### src/rtl/iopt_pkg.sv
package iopt_pkg;

   typedef enum logic [1:0] {
      WALK_IDLE  = 2'd0,
      WALK_FETCH = 2'd1,
      WALK_RESP  = 2'd2
   } walk_state_t;

   function automatic logic [31:0] swap_bytes32(input logic [31:0] w);
      return {w[7:0], w[15:8], w[23:16], w[31:24]};
   endfunction

endpackage

### src/rtl/iopt_regs.sv
module iopt_regs
   import iopt_pkg::*;
#(
   parameter int          ADDR_W        = 32,
   parameter int          REG_AW        = 3,
   parameter int          RANGE_LSB     = 2,
   parameter int          RANGE_W       = 3,
   parameter int          MIN_WIN_SHIFT = 24,
   parameter int          BASE_SHIFT    = 4,
   parameter logic [3:0]  IMPL_ID       = 4'h4,
   parameter logic [3:0]  VER_ID        = 4'h1
) (
   input  logic              clk,
   input  logic              rst_n,
   input  logic              wr_en,
   input  logic [REG_AW-1:0] off,
   input  logic [ADDR_W-1:0] wr_data,
   output logic [ADDR_W-1:0] rd_data,
   output logic              xlate_en,
   output logic [ADDR_W-1:0] win_start,
   output logic [ADDR_W-1:0] tbl_start
);
   localparam logic [REG_AW-1:0] OFF_CTRL = REG_AW'(0);
   localparam logic [REG_AW-1:0] OFF_BASE = REG_AW'(1);
   localparam int                ID_LSB   = ADDR_W - 8;

   function automatic logic [ADDR_W-1:0] start_of(input logic [RANGE_W-1:0] code);
      logic [ADDR_W:0] span;
      logic [ADDR_W:0] top;
      span = (ADDR_W+1)'(1) << (MIN_WIN_SHIFT + int'(code));
      top  = (ADDR_W+1)'(1) << ADDR_W;
      return ADDR_W'(top - span);
   endfunction

   logic [ADDR_W-1:0] ctrl_q;
   logic [ADDR_W-1:0] base_q;
   logic [ADDR_W-1:0] win_q;

   always_ff @(posedge clk) begin
      if (!rst_n) begin
         ctrl_q <= '0;
         base_q <= '0;
         win_q  <= start_of('0);
      end else if (wr_en) begin
         case (off)
            OFF_CTRL: begin
               ctrl_q <= wr_data;
               win_q  <= start_of(wr_data[RANGE_LSB +: RANGE_W]);
            end
            OFF_BASE: base_q <= wr_data;
            default: ;
         endcase
      end
   end

   always_comb begin
      case (off)
         OFF_CTRL: rd_data = {IMPL_ID, VER_ID, ctrl_q[ID_LSB-1:0]};
         OFF_BASE: rd_data = base_q;
         default:  rd_data = '0;
      endcase
   end

   assign xlate_en  = ctrl_q[0];
   assign win_start = win_q;
   assign tbl_start = base_q << BASE_SHIFT;

endmodule

### src/rtl/iopt_entry_dec.sv
module iopt_entry_dec
   import iopt_pkg::*;
#(
   parameter int ADDR_W     = 32,
   parameter int PPN_LSB    = 8,
   parameter int PPN_W      = 19,
   parameter bit BIG_ENDIAN = 1'b1
) (
   input  logic [ADDR_W-1:0] raw,
   output logic [PPN_W-1:0]  ppn,
   output logic              ent_valid,
   output logic              ent_wr_ok
);
   logic [ADDR_W-1:0] word;

   generate
      if (BIG_ENDIAN) begin : g_swap
         assign word = swap_bytes32(raw);
      end else begin : g_native
         assign word = raw;
      end
   endgenerate

   assign ppn       = word[PPN_LSB +: PPN_W];
   assign ent_valid = word[1];
   assign ent_wr_ok = word[2];

endmodule

### src/rtl/iopt_walk.sv
module iopt_walk
   import iopt_pkg::*;
#(
   parameter int ADDR_W     = 32,
   parameter int PAGE_SHIFT = 12,
   parameter int PPN_W      = 19
) (
   input  logic              clk,
   input  logic              rst_n,
   input  logic              xlate_en,
   input  logic [ADDR_W-1:0] win_start,
   input  logic [ADDR_W-1:0] tbl_start,
   input  logic              req_valid,
   output logic              req_ready,
   input  logic [ADDR_W-1:0] req_addr,
   input  logic              req_write,
   output logic              rsp_valid,
   input  logic              rsp_ready,
   output logic [ADDR_W-1:0] rsp_paddr,
   output logic              rsp_fault,
   output logic              mem_req,
   output logic [ADDR_W-1:0] mem_addr,
   input  logic              mem_ack,
   input  logic [PPN_W-1:0]  ent_ppn,
   input  logic              ent_valid,
   input  logic              ent_wr_ok
);
   localparam int HI_PAD = ADDR_W - PPN_W - PAGE_SHIFT;

   walk_state_t            state_q;
   logic [ADDR_W-1:0]      ent_addr_q;
   logic [PAGE_SHIFT-1:0]  page_off_q;
   logic                   is_wr_q;
   logic [ADDR_W-1:0]      paddr_q;
   logic                   fault_q;
   logic [ADDR_W-1:0]      win_off;
   logic [ADDR_W-1:0]      ent_addr_d;
   logic                   below_win;

   assign win_off    = req_addr - win_start;
   assign ent_addr_d = tbl_start + ((win_off >> PAGE_SHIFT) << 2);
   assign below_win  = req_addr < win_start;

   always_ff @(posedge clk) begin
      if (!rst_n) begin
         state_q    <= WALK_IDLE;
         ent_addr_q <= '0;
         page_off_q <= '0;
         is_wr_q    <= 1'b0;
         paddr_q    <= '0;
         fault_q    <= 1'b0;
      end else begin
         case (state_q)
            WALK_IDLE: if (req_valid) begin
               page_off_q <= req_addr[PAGE_SHIFT-1:0];
               is_wr_q    <= req_write;
               ent_addr_q <= ent_addr_d;
               if (!xlate_en) begin
                  paddr_q <= req_addr;
                  fault_q <= 1'b0;
                  state_q <= WALK_RESP;
               end else if (below_win) begin
                  paddr_q <= '0;
                  fault_q <= 1'b1;
                  state_q <= WALK_RESP;
               end else begin
                  state_q <= WALK_FETCH;
               end
            end
            WALK_FETCH: if (mem_ack) begin
               if (!ent_valid || (is_wr_q && !ent_wr_ok)) begin
                  paddr_q <= '0;
                  fault_q <= 1'b1;
               end else begin
                  paddr_q <= {{HI_PAD{1'b0}}, ent_ppn, page_off_q};
                  fault_q <= 1'b0;
               end
               state_q <= WALK_RESP;
            end
            WALK_RESP: if (rsp_ready) state_q <= WALK_IDLE;
            default: state_q <= WALK_IDLE;
         endcase
      end
   end

   assign req_ready = (state_q == WALK_IDLE);
   assign mem_req   = (state_q == WALK_FETCH);
   assign mem_addr  = ent_addr_q;
   assign rsp_valid = (state_q == WALK_RESP);
   assign rsp_paddr = paddr_q;
   assign rsp_fault = fault_q;

endmodule

### src/rtl/iopt_xlate.sv
module iopt_xlate
   import iopt_pkg::*;
#(
   parameter int         ADDR_W        = 32,
   parameter int         REG_AW        = 3,
   parameter int         PAGE_SHIFT    = 12,
   parameter int         RANGE_LSB     = 2,
   parameter int         RANGE_W       = 3,
   parameter int         MIN_WIN_SHIFT = 24,
   parameter int         BASE_SHIFT    = 4,
   parameter int         PPN_LSB       = 8,
   parameter bit         BIG_ENDIAN    = 1'b1,
   parameter logic [3:0] IMPL_ID       = 4'h4,
   parameter logic [3:0] VER_ID        = 4'h1
) (
   input  logic              clk,
   input  logic              rst_n,
   input  logic              reg_we,
   input  logic [REG_AW-1:0] reg_addr,
   input  logic [ADDR_W-1:0] reg_wdata,
   output logic [ADDR_W-1:0] reg_rdata,
   input  logic              req_valid,
   output logic              req_ready,
   input  logic [ADDR_W-1:0] req_addr,
   input  logic              req_write,
   output logic              rsp_valid,
   input  logic              rsp_ready,
   output logic [ADDR_W-1:0] rsp_paddr,
   output logic              rsp_fault,
   output logic              mem_req,
   output logic [ADDR_W-1:0] mem_addr,
   input  logic              mem_ack,
   input  logic [ADDR_W-1:0] mem_rdata
);
   localparam int PPN_W = ADDR_W - 1 - PAGE_SHIFT;

   generate
      if (ADDR_W != 32) begin : g_bad_width
         $error("iopt_xlate: entry byte order needs ADDR_W of 32");
      end
      if (MIN_WIN_SHIFT + (1 << RANGE_W) - 1 > ADDR_W - 1) begin : g_bad_range
         $error("iopt_xlate: largest window exceeds address space");
      end
      if (PPN_LSB + PPN_W > ADDR_W) begin : g_bad_ppn
         $error("iopt_xlate: page field does not fit in an entry");
      end
      if (REG_AW < 3) begin : g_bad_regaw
         $error("iopt_xlate: register offset too narrow");
      end
   endgenerate

   logic              xlate_en;
   logic [ADDR_W-1:0] win_start;
   logic [ADDR_W-1:0] tbl_start;
   logic [PPN_W-1:0]  ent_ppn;
   logic              ent_valid;
   logic              ent_wr_ok;

   iopt_regs #(
      .ADDR_W(ADDR_W), .REG_AW(REG_AW), .RANGE_LSB(RANGE_LSB),
      .RANGE_W(RANGE_W), .MIN_WIN_SHIFT(MIN_WIN_SHIFT),
      .BASE_SHIFT(BASE_SHIFT), .IMPL_ID(IMPL_ID), .VER_ID(VER_ID)
   ) u_regs (
      .clk(clk), .rst_n(rst_n), .wr_en(reg_we), .off(reg_addr),
      .wr_data(reg_wdata), .rd_data(reg_rdata), .xlate_en(xlate_en),
      .win_start(win_start), .tbl_start(tbl_start)
   );

   iopt_entry_dec #(
      .ADDR_W(ADDR_W), .PPN_LSB(PPN_LSB), .PPN_W(PPN_W), .BIG_ENDIAN(BIG_ENDIAN)
   ) u_dec (
      .raw(mem_rdata), .ppn(ent_ppn), .ent_valid(ent_valid), .ent_wr_ok(ent_wr_ok)
   );

   iopt_walk #(
      .ADDR_W(ADDR_W), .PAGE_SHIFT(PAGE_SHIFT), .PPN_W(PPN_W)
   ) u_walk (
      .clk(clk), .rst_n(rst_n), .xlate_en(xlate_en), .win_start(win_start),
      .tbl_start(tbl_start), .req_valid(req_valid), .req_ready(req_ready),
      .req_addr(req_addr), .req_write(req_write), .rsp_valid(rsp_valid),
      .rsp_ready(rsp_ready), .rsp_paddr(rsp_paddr), .rsp_fault(rsp_fault),
      .mem_req(mem_req), .mem_addr(mem_addr), .mem_ack(mem_ack),
      .ent_ppn(ent_ppn), .ent_valid(ent_valid), .ent_wr_ok(ent_wr_ok)
   );

endmodule

### config.mk
export PLATFORM = sky130hd
export DESIGN_NAME = iopt_xlate
export DESIGN_NICKNAME = d
export VERILOG_FILES = /design/src/rtl/iopt_pkg.sv /design/src/rtl/iopt_regs.sv /design/src/rtl/iopt_entry_dec.sv /design/src/rtl/iopt_walk.sv /design/src/rtl/iopt_xlate.sv
export SDC_FILE = /design/constraint.sdc
export NUM_CORES = 1
export LEC_CHECK = 0
export CELL_PAD_IN_SITES_DETAIL_PLACEMENT = 2
export CELL_PAD_IN_SITES_GLOBAL_PLACEMENT = 2
export CORE_ASPECT_RATIO = 1.75
export CORE_MARGIN = 2
export CORE_UTILIZATION = 30
export DETAILED_ROUTE_END_ITERATION = 12
export GPL_TIMING_DRIVEN = 0
export PLACE_DENSITY_LB_ADDON = 0.2
export SYNTH_ARGS = -nofsm -noshare
export SYNTH_HDL_FRONTEND = slang
export SYNTH_SLANG_ARGS = --single-unit
export TNS_END_PERCENT = 50
### constraint.sdc
create_clock -name clk -period 5.5 [get_ports clk]
set_input_delay 0.55 -clock clk [delete_from_list [all_inputs] [get_ports clk]]
set_output_delay 0.55 -clock clk [all_outputs]
set_load 0.03 [all_outputs]
# Word-level counts from Yosys, hierarchy flattened
# Cells that the tools add are included.
[op_classes]
reduce_logical = 12
bitwise = 0
shifts = 1
n_div = 0
add_sub_neg = 4
magnitude_cmp = 1
mul = 0
n_eq_ne = 7
n_mux = 19
[op_table]
columns = ["op", "n"]
rows = [
  ["32-bit 2-to-1 mux", 4],
  ["32-bit case mux with 2 select lines", 2],
  ["32-bit by 22-bit adder with 32-bit output", 1],
  ["32-bit < comparator", 1],
  ["1-bit by 32-bit left shift with 32-bit output, first input constant", 1],
  ["1-bit by 32-bit subtractor with 32-bit output, first input constant", 1],
  ["32-bit subtractor", 1],
  ["31-bit 2-to-1 mux", 1],
  ["2-bit 2-to-1 mux", 5],
  ["5-bit by 3-bit adder with 6-bit output, first input constant", 1],
  ["2-bit case mux with 3 select lines", 1],
  ["2-bit AND reduction", 3],
  ["1-bit 2-to-1 mux", 5],
  ["2-bit by 1-bit != test with 1-bit output, second input constant", 2],
  ["4-bit AND reduction", 1],
  ["3-bit by 1-bit equality test with 1-bit output, second input constant", 1],
  ["3-bit logical NOT", 1],
  ["3-bit by 2-bit != test with 1-bit output, second input constant", 1],
  ["3-bit AND reduction", 1],
  ["2-bit by 1-bit equality test with 1-bit output, second input constant", 1],
  ["2-bit equality test, second input constant", 1],
  ["1-bit logical NOT", 2],
  ["2-bit logical NOT", 1],
  ["2-bit != test, second input constant", 1],
  ["other kinds (4)", 4],
]
[totals]
romBits = 0
wordCells = 53
inputBits = 106
memories = 0
mem_bits_rw = 0
latchBits = 0
output_inout_bits = 100
ff_bits = 168

# Longest topological paths before layout
# Gate-level depths: netlist of the first run.
[depth]
ltp_word = 6
mapped_depth = 16
ltp_nobuf = 16

# Cells and area by module
# A second synthesis of the first run with hierarchy kept.
[hier_totals]
hier_cells = 1146
hier_area_um2 = 9237.6
[by_module_without_submodules]
columns = ["module", "cells_per_inst", "area_each_um2", "instances", "seq_area_each_um2"]
rows = [
  ["iopt_walk", 734, 5864.4, 1, 1601.5],
  ["iopt_regs", 391, 3215.6, 1, 1281.2],
  ["iopt_entry_dec", 21, 157.7, 1, 0.0],
]

# Worst setup path after synthesis of the first run
# No wires, ideal clock.
[synth_path]
path_kind = "input -> register"
from = "input port req_addr[24]"
to = "register u_walk.ent_addr_q[23] (netlist: u_walk.mem_addr[23])"
required_time_ns = 5.426
arrival_time_ns = 3.494
setup_ns = 0.074
path_buffers = 0
setup_slack_ns = 1.932
cell_stages = 15
path_cell_list = "ha_1 > o21a_1 > o21a_1 > o21a_1 > o31a_1 > nor3_1 > nor2_1 > ha_1 > nand2_1 > o21ai_0 > a211oi_1 > a31oi_1 > a21oi_1 > or3_1 > a31oi_1"
[synth_between]
elab_chain_len = 2
[synth_rtl]
columns = ["item", "line", "text"]
rows = [
  ["start: declaration", "iopt_xlate.sv:24", "input logic [ADDR_W-1:0] req_addr,"],
  ["32-bit subtractor", "iopt_walk.sv:40", "assign win_off = req_addr - win_start;"],
  ["32-bit by 22-bit adder with 32-bit output", "iopt_walk.sv:41", "assign ent_addr_d = tbl_start + ((win_off >> PAGE_SHIFT) << 2);"],
  ["end signal: assignment", "iopt_walk.sv:57", "ent_addr_q <= ent_addr_d;"],
  ["end: declaration", "iopt_walk.sv:31", "logic [ADDR_W-1:0] ent_addr_q;"],
]
# Every way passes these cells.
# A chain may end at the register's enable or synchronous reset.

# Worst setup path in the final report of the first run
# Same ends and word-level chain as after synthesis.

==> impl_metrics.yaml, run 1 <==
clock_network:
  clk_path_buf_depth: 2
  post-cts-setup-buffers: 0
  cts.sinks: 142
  cts_buffers: 17
  cts_max_level: 4
  clock_latency_ps: 440
  root_buffer: "clkbuf_16"
  ctsResizeCount: 0
  cts_hold_buf: 0
  path_clk_slew_ps: 70
  cts_tree: "done"
synth:
  syn_area_per_cell_um2: 8.131
  synth_area_um2: 7448
  synth_edf_count: 0
  ys_ff_latch: 142
  syn_inst: 916
  ys_types: 57
  yosysWarningCount: 0
  synthFlopType: "dfxtp_1"
  synthArstFlopShare_pct: 0
  ys_seq_area_share_pct: 38.17
pwr:
  p_int_w: 0.002062
  p_leak_nw: 4.184
  p_clk_share_pct: 43.1
  power_per_cell_area_nw_per_um2: 280.6
  ir_worst_vdd_v: 0.0001804
  p_sw_share_pct: 28.99
  power.switching_w: 0.0008419
  p_total_w: 0.002904
  pwr-share-seq_pct: 38.4
  combPwrFrac_pct: 18.5
timing:
  tightest_slew_ps: 885.2
  setup_tns_ps: 0
  fin_crit_sh_pct: 81.56
  finalClockSkew_ps: 7.317
  min_period_ps: 4486
  hold_ws_ps: 460.5
  rsz0062_at_grt: "no"
  relSlewSlack_pct: 40.86
  final.setup.worst_slack_ps: 1014
  fmax_mhz: 222.9
  final-setup-viol-count: 0
  final_max_slew_viol_count: 0
  timing_hold_violations_final: 0
setup_path:
  crit_required_ps: 5860
  crit_arrival_ps: 4850
  crit_path_start_kind: "input port"
  r2r_end: "u_walk.mem_addr[23]"
  cp-startpoint: "req_addr[24]"
  worst_r2r_startpoint: "u_regs.win_start[24]"
  ff2ff_setup_slack_ps: 1250
  critPathKind: "input port to flip-flop"
  endpoint_kind: "flip-flop"
  worstRegToRegCells: 16
  cp_max_fo: 6
  endpoint: "u_walk.mem_addr[23]"
floorplan:
  row_count: 76
  io_pins: 206
  die_w_um: 123.1
  die_y_um: 212.4
  dieArea_um2: 26150
  core_um2: 24530
  initial_core_util_pct: 30.36
global_routing:
  antenna_found_initial: 2
  grt_pass1_wl_mm: 46.30
  grt_util_all_layers_pct: 23.74
  gr-total-overflow: 0
  grt_pass1_vias: 8223
  grt_start_max_net_pins: 17
final_layout:
  syn_to_final_growth_pct: 38.92
  layout-drive-gt1-share_pct: 4.225
  layout_commonest_cell: "nand2_1"
  layout_common_cells: "nand2_1, clkdlybuf4s50_1, dfxtp_1"
  utilization_pct: 42.18
  fin_nets: 1257
placed_design:
  place_hpwl_mm: 24.50
  port_buffers: 187
  dp_worst_setup_slack_ps: 518.4
  gp_congestion: 0.8044
drt:
  num_vias: 7536
  postRouteWirelength_mm: 30.91
  ant_nets: 0
  vias_per_cell: 5.194
  first_iter_violations: 196
  drt_pass1_iterations: 4
  route.detailed.drc: 0
  wl_per_cell_um: 21.30
min_path:
  hold_path_depth: 2
  hold_path_class: "flip-flop to flip-flop"
flow_run:
  cap_violations: 0
outcome:
  run_status: "finished clean"
-- worst min-delay path by stage --
stage | from | endpoint | slack, ps
after floorplan | u_regs.win_start[31] | u_regs.win_start[31] | 400
after global placement | u_regs.win_start[31] | u_regs.win_start[31] | 430
after detailed placement | u_regs.win_start[31] | u_regs.win_start[31] | 440
after CTS | u_regs.win_start[31] | u_regs.win_start[31] | 460
after global routing | u_walk.mem_addr[31] | u_walk.mem_addr[31] | 490
final | u_regs.win_start[31] | u_regs.win_start[31] | 460
-- logic make-up (layout without fill, tap and decap cells) --
kind of cell | Yosys count | in the layout | share of synthesized area [%]
fa+ha+maj | 28 | 28 | 4.804
compound gates | 258 | 258 | 25.92
xor+xnor | 14 | 14 | 1.646
simple gates | 345 | 345 | 20.07
flops | 142 | 142 | 38.17
mux | 27 | 27 | 3.628
other cells | 1 | 5 | 0.05035
buf+inv | 101 | 320 | 5.711
-- area by class of cell --
cell class | count | area [um2]
Fill cell | 2804 | 14190
Multi-Input combinational cell | 674 | 4184
Sequential cell | 142 | 2843
Timing Repair Buffer | 187 | 1872
Clock buffer | 20 | 466.7
Tap cell | 312 | 390.4
Buffer | 79 | 342.8
Clock inverter | 12 | 158.9
Inverter | 22 | 82.58
Antenna cell | 3 | 7.507
-- metrics by stage --
stage	area (um2)	std cells
global placement	9714	1416
detailed placement	9714	1416
floorplan	7452	917
finish	10350	1451
CTS	10340	1448
global route	10340	1450
-- layer usage --
metal	GRT usage [%]	routed length, um	part of all wire [%]
met1	23.93	11290	37
met2	46.90	17810	58
met3	3.299	828	2.7
met4	10.15	987	3.2
met5	0	0	0
-- cells in the mapped netlist, drive strengths merged, types with 3 or more instances --
| master | instances | area, um2 |
|---|---|---|
| nor3 | 10 | 50.05 |
| a211oi | 6 | 55.05 |
| o211a | 33 | 330.3 |
| and3 | 14 | 92.59 |
| o2111ai | 3 | 26.28 |
| a22oi | 33 | 247.7 |
| ha | 27 | 337.8 |
| or3 | 4 | 25.02 |
| dfxtp | 142 | 2843 |
| nand2 | 209 | 784.5 |
| a21boi | 77 | 578.1 |
| a21o | 7 | 52.55 |
| o21a | 9 | 67.56 |
| xor2 | 4 | 35.03 |
| o21bai | 3 | 22.52 |
| a31oi | 11 | 68.82 |
| a21oi | 16 | 80.08 |
| o21ai | 30 | 150.1 |
| nor2b | 7 | 43.79 |
| nand2b | 3 | 18.77 |
| nand3b | 4 | 30.03 |
| o211ai | 9 | 67.56 |
| a311o | 3 | 30.03 |
| nand3 | 25 | 125.1 |
| o31ai | 4 | 30.03 |
| nor2 | 47 | 176.4 |
| and2 | 10 | 62.56 |
| buf | 14 | 98.83 |
| mux2i | 27 | 270.3 |
| nor3b | 4 | 30.03 |
| inv | 22 | 82.58 |
| xnor2 | 10 | 87.58 |
| clkbuf | 65 | 244.0 |
-- registers in the layout, indices dropped and copies added, names as in the netlist --
name,flops
u_regs.base_q,32
u_regs.ctrl_q,24
u_regs.win_start,8
u_walk.is_wr_q,1
u_walk.mem_addr,30
u_walk.page_off_q,12
u_walk.rsp_fault,1
u_walk.rsp_paddr,32
u_walk.state_q,2
-- power groups by stage --
stage          clock (W)  sequential (W)  combinational, W
6_report         0.00125         0.00111          0.000536
5_1_grt          0.00132         0.00112          0.000579
4_1_cts          0.00127         0.00112          0.000544
3_5_place_dp           0         0.00114          0.000539
3_3_place_gp           0         0.00113          0.000528
2_1_floorplan          0         0.00120          0.000222
-- critical path: stages --
cell and delay, ps:
clkdlybuf4s50_1 440, ha_1 390, o21a_1 240, o21a_1 210
o21a_1 210, o31a_1 330, o21a_1 210, nor2_1 220
ha_1 290, nand2_1 70, o21ai_0 300, a211oi_1 90
a31oi_1 520, a21oi_1 220, or3_1 340, a31oi_1 180
Power figures use the tool's default switching activity.
==> inputs of run 2 (changes only) <==
--- a/config.mk
+++ b/config.mk
@@ -9,7 +9,7 @@
 export CELL_PAD_IN_SITES_GLOBAL_PLACEMENT = 2
 export CORE_ASPECT_RATIO = 1.75
 export CORE_MARGIN = 2
-export CORE_UTILIZATION = 30
+export CORE_UTILIZATION = 28
 export DETAILED_ROUTE_END_ITERATION = 12
 export GPL_TIMING_DRIVEN = 0
 export PLACE_DENSITY_LB_ADDON = 0.2
==> constraint.sdc (replaced) <==
create_clock -name clk -period 4.3 [get_ports clk]
set_input_delay 0.43 -clock clk [delete_from_list [all_inputs] [get_ports clk]]
set_output_delay 0.43 -clock clk [all_outputs]
set_load 0.03 [all_outputs]
==> impl_metrics.yaml, run 2 (synthesis gave the netlist of run 1 again) <==
floorplan:
  initial_core_util_pct: 28.22
  core_um2: 26390
  row_count: 79
  die_y_um: 219.8
  dieArea_um2: 27970
  io_pins: 206
  die_w_um: 127.3
timing:
  timing_hold_violations_final: 0
  fin_crit_sh_pct: 95.23
  final.setup.worst_slack_ps: 205.2
  hold_ws_ps: 383.1
  final_max_slew_viol_count: 0
  final-setup-viol-count: 0
  setup_tns_ps: 0
  min_period_ps: 4095
  fmax_mhz: 244.2
  rsz0062_at_grt: "no"
  finalClockSkew_ps: 10.97
  relSlewSlack_pct: 34.01
  tightest_slew_ps: 987.8
outcome:
  run_status: "finished clean"
setup_path:
  endpoint_kind: "flip-flop"
  crit_arrival_ps: 4460
  cp_max_fo: 6
  crit_path_start_kind: "input port"
  worstRegToRegCells: 16
  crit_required_ps: 4660
  critPathKind: "input port to flip-flop"
pwr:
  p_total_w: 0.003683
  ir_worst_vdd_v: 0.0002950
  p_sw_share_pct: 28.63
  p_leak_nw: 4.193
  power_per_cell_area_nw_per_um2: 355.2
  p_clk_share_pct: 42.6
  power.switching_w: 0.001054
  p_int_w: 0.002628
  pwr-share-seq_pct: 38.7
  combPwrFrac_pct: 18.7
clock_network:
  ctsResizeCount: 1
  cts_buffers: 17
  clock_latency_ps: 450
  cts_max_level: 4
  clk_path_buf_depth: 2
  cts.sinks: 142
  post-cts-setup-buffers: 0
  path_clk_slew_ps: 60
  cts_tree: "done"
  cts_hold_buf: 0
  root_buffer: "clkbuf_16"
placed_design:
  port_buffers: 187
  gp_congestion: 0.8376
  place_inst: 1428
  dp_worst_setup_slack_ps: -519.2
  place_hpwl_mm: 24.67
final_layout:
  final_cells: 1462
  register_area_um2: 2843
  syn_to_final_growth_pct: 39.19
  layout-drive-gt1-share_pct: 4.401
  layout_commonest_cell: "nand2_1"
  layout_common_cells: "nand2_1, clkdlybuf4s50_1, dfxtp_1"
  multi_input_comb_area_um2: 4208
  fill_cells: 2965
  fin_nets: 1257
drt:
  wl_per_cell_um: 21.16
  route.detailed.drc: 0
  first_iter_violations: 234
  num_vias: 7552
  drt_pass1_iterations: 4
  vias_per_cell: 5.166
  ant_nets: 0
  postRouteWirelength_mm: 30.94
global_routing:
  grt_start_max_net_pins: 17
  grt_util_all_layers_pct: 22.55
  antenna_found_initial: 0
  gr-total-overflow: 0
  grt_pass1_vias: 8264
  grt_pass1_wl_mm: 47.43
min_path:
  hold_path_depth: 3
  hold_path_class: "input port to flip-flop"
flow_run:
  cap_violations: 0
[run 2: changes by cell type in the layout (fill, tap and decap cells not counted), sizes merged]
cell,previous run,this run
clkbuf,85,86
diode,3,2
clkinvlp,5,2
inv,24,22
clkinv,2,6
[run 2: cell type report]
class	count	share of cell area (%)
clock inverter	11	1.340
sequential	142	27.42
clock buffer	21	4.538
tap	324	3.910
multi-input combinational	674	40.59
antenna	2	0.04827
timing repair buffer	187	18.05
inverter	22	0.7965
buffer	79	3.307
[run 2: worst paths after layout]
kind / start / to / slack, ps
min reg2reg: u_regs.win_start[31] / u_regs.win_start[31] / 440
max: req_addr[24] / u_walk.mem_addr[31] / 210
max reg2reg: u_regs.win_start[24] / u_walk.mem_addr[31] / 280
min: reg_wdata[3] / u_regs.ctrl_q[3] / 380
[run 2: critical path, cell delays in order]
cell and delay (ps):
clkdlybuf4s50_1 440, ha_1 390, o21a_1 240, o21a_1 220, o21a_1 220, o31a_1 330, o21a_1 210, nor2_1 200
ha_1 360, a21oi_1 170, o21ai_0 180, a211oi_2 300, a31oi_4 170, and2_1 220, o211a_1 210, o31ai_1 180
[run 2: per-stage QoR]
stage | instance area [um2] | utilization, %
after floorplan | 7452 | -
after global placement | 9729 | 36.87
after detailed placement | 9729 | 36.87
after CTS | 10340 | 39.20
after global routing | 10360 | 39.26
final | 10370 | 39.28
[run 2: power by group through the flow]
stage | Sequential [W] | Combinational (W) | Clock, W
after floorplan | 0.00153 | 0.000284 | 0
after global placement | 0.00145 | 0.000682 | 0
after detailed placement | 0.00145 | 0.000693 | 0
after CTS | 0.00143 | 0.000698 | 0.00160
after global routing | 0.00143 | 0.000746 | 0.00165
final | 0.00142 | 0.000689 | 0.00157
[run 2: per-layer routing]
layer  up-vias  wire length, um  GRT usage [%]
met5         -                0              0
met4         0              892          9.707
met3        46              880          3.423
met2       149            17770          44.96
met1      3726            11400          22.60
li1       3631                -              -
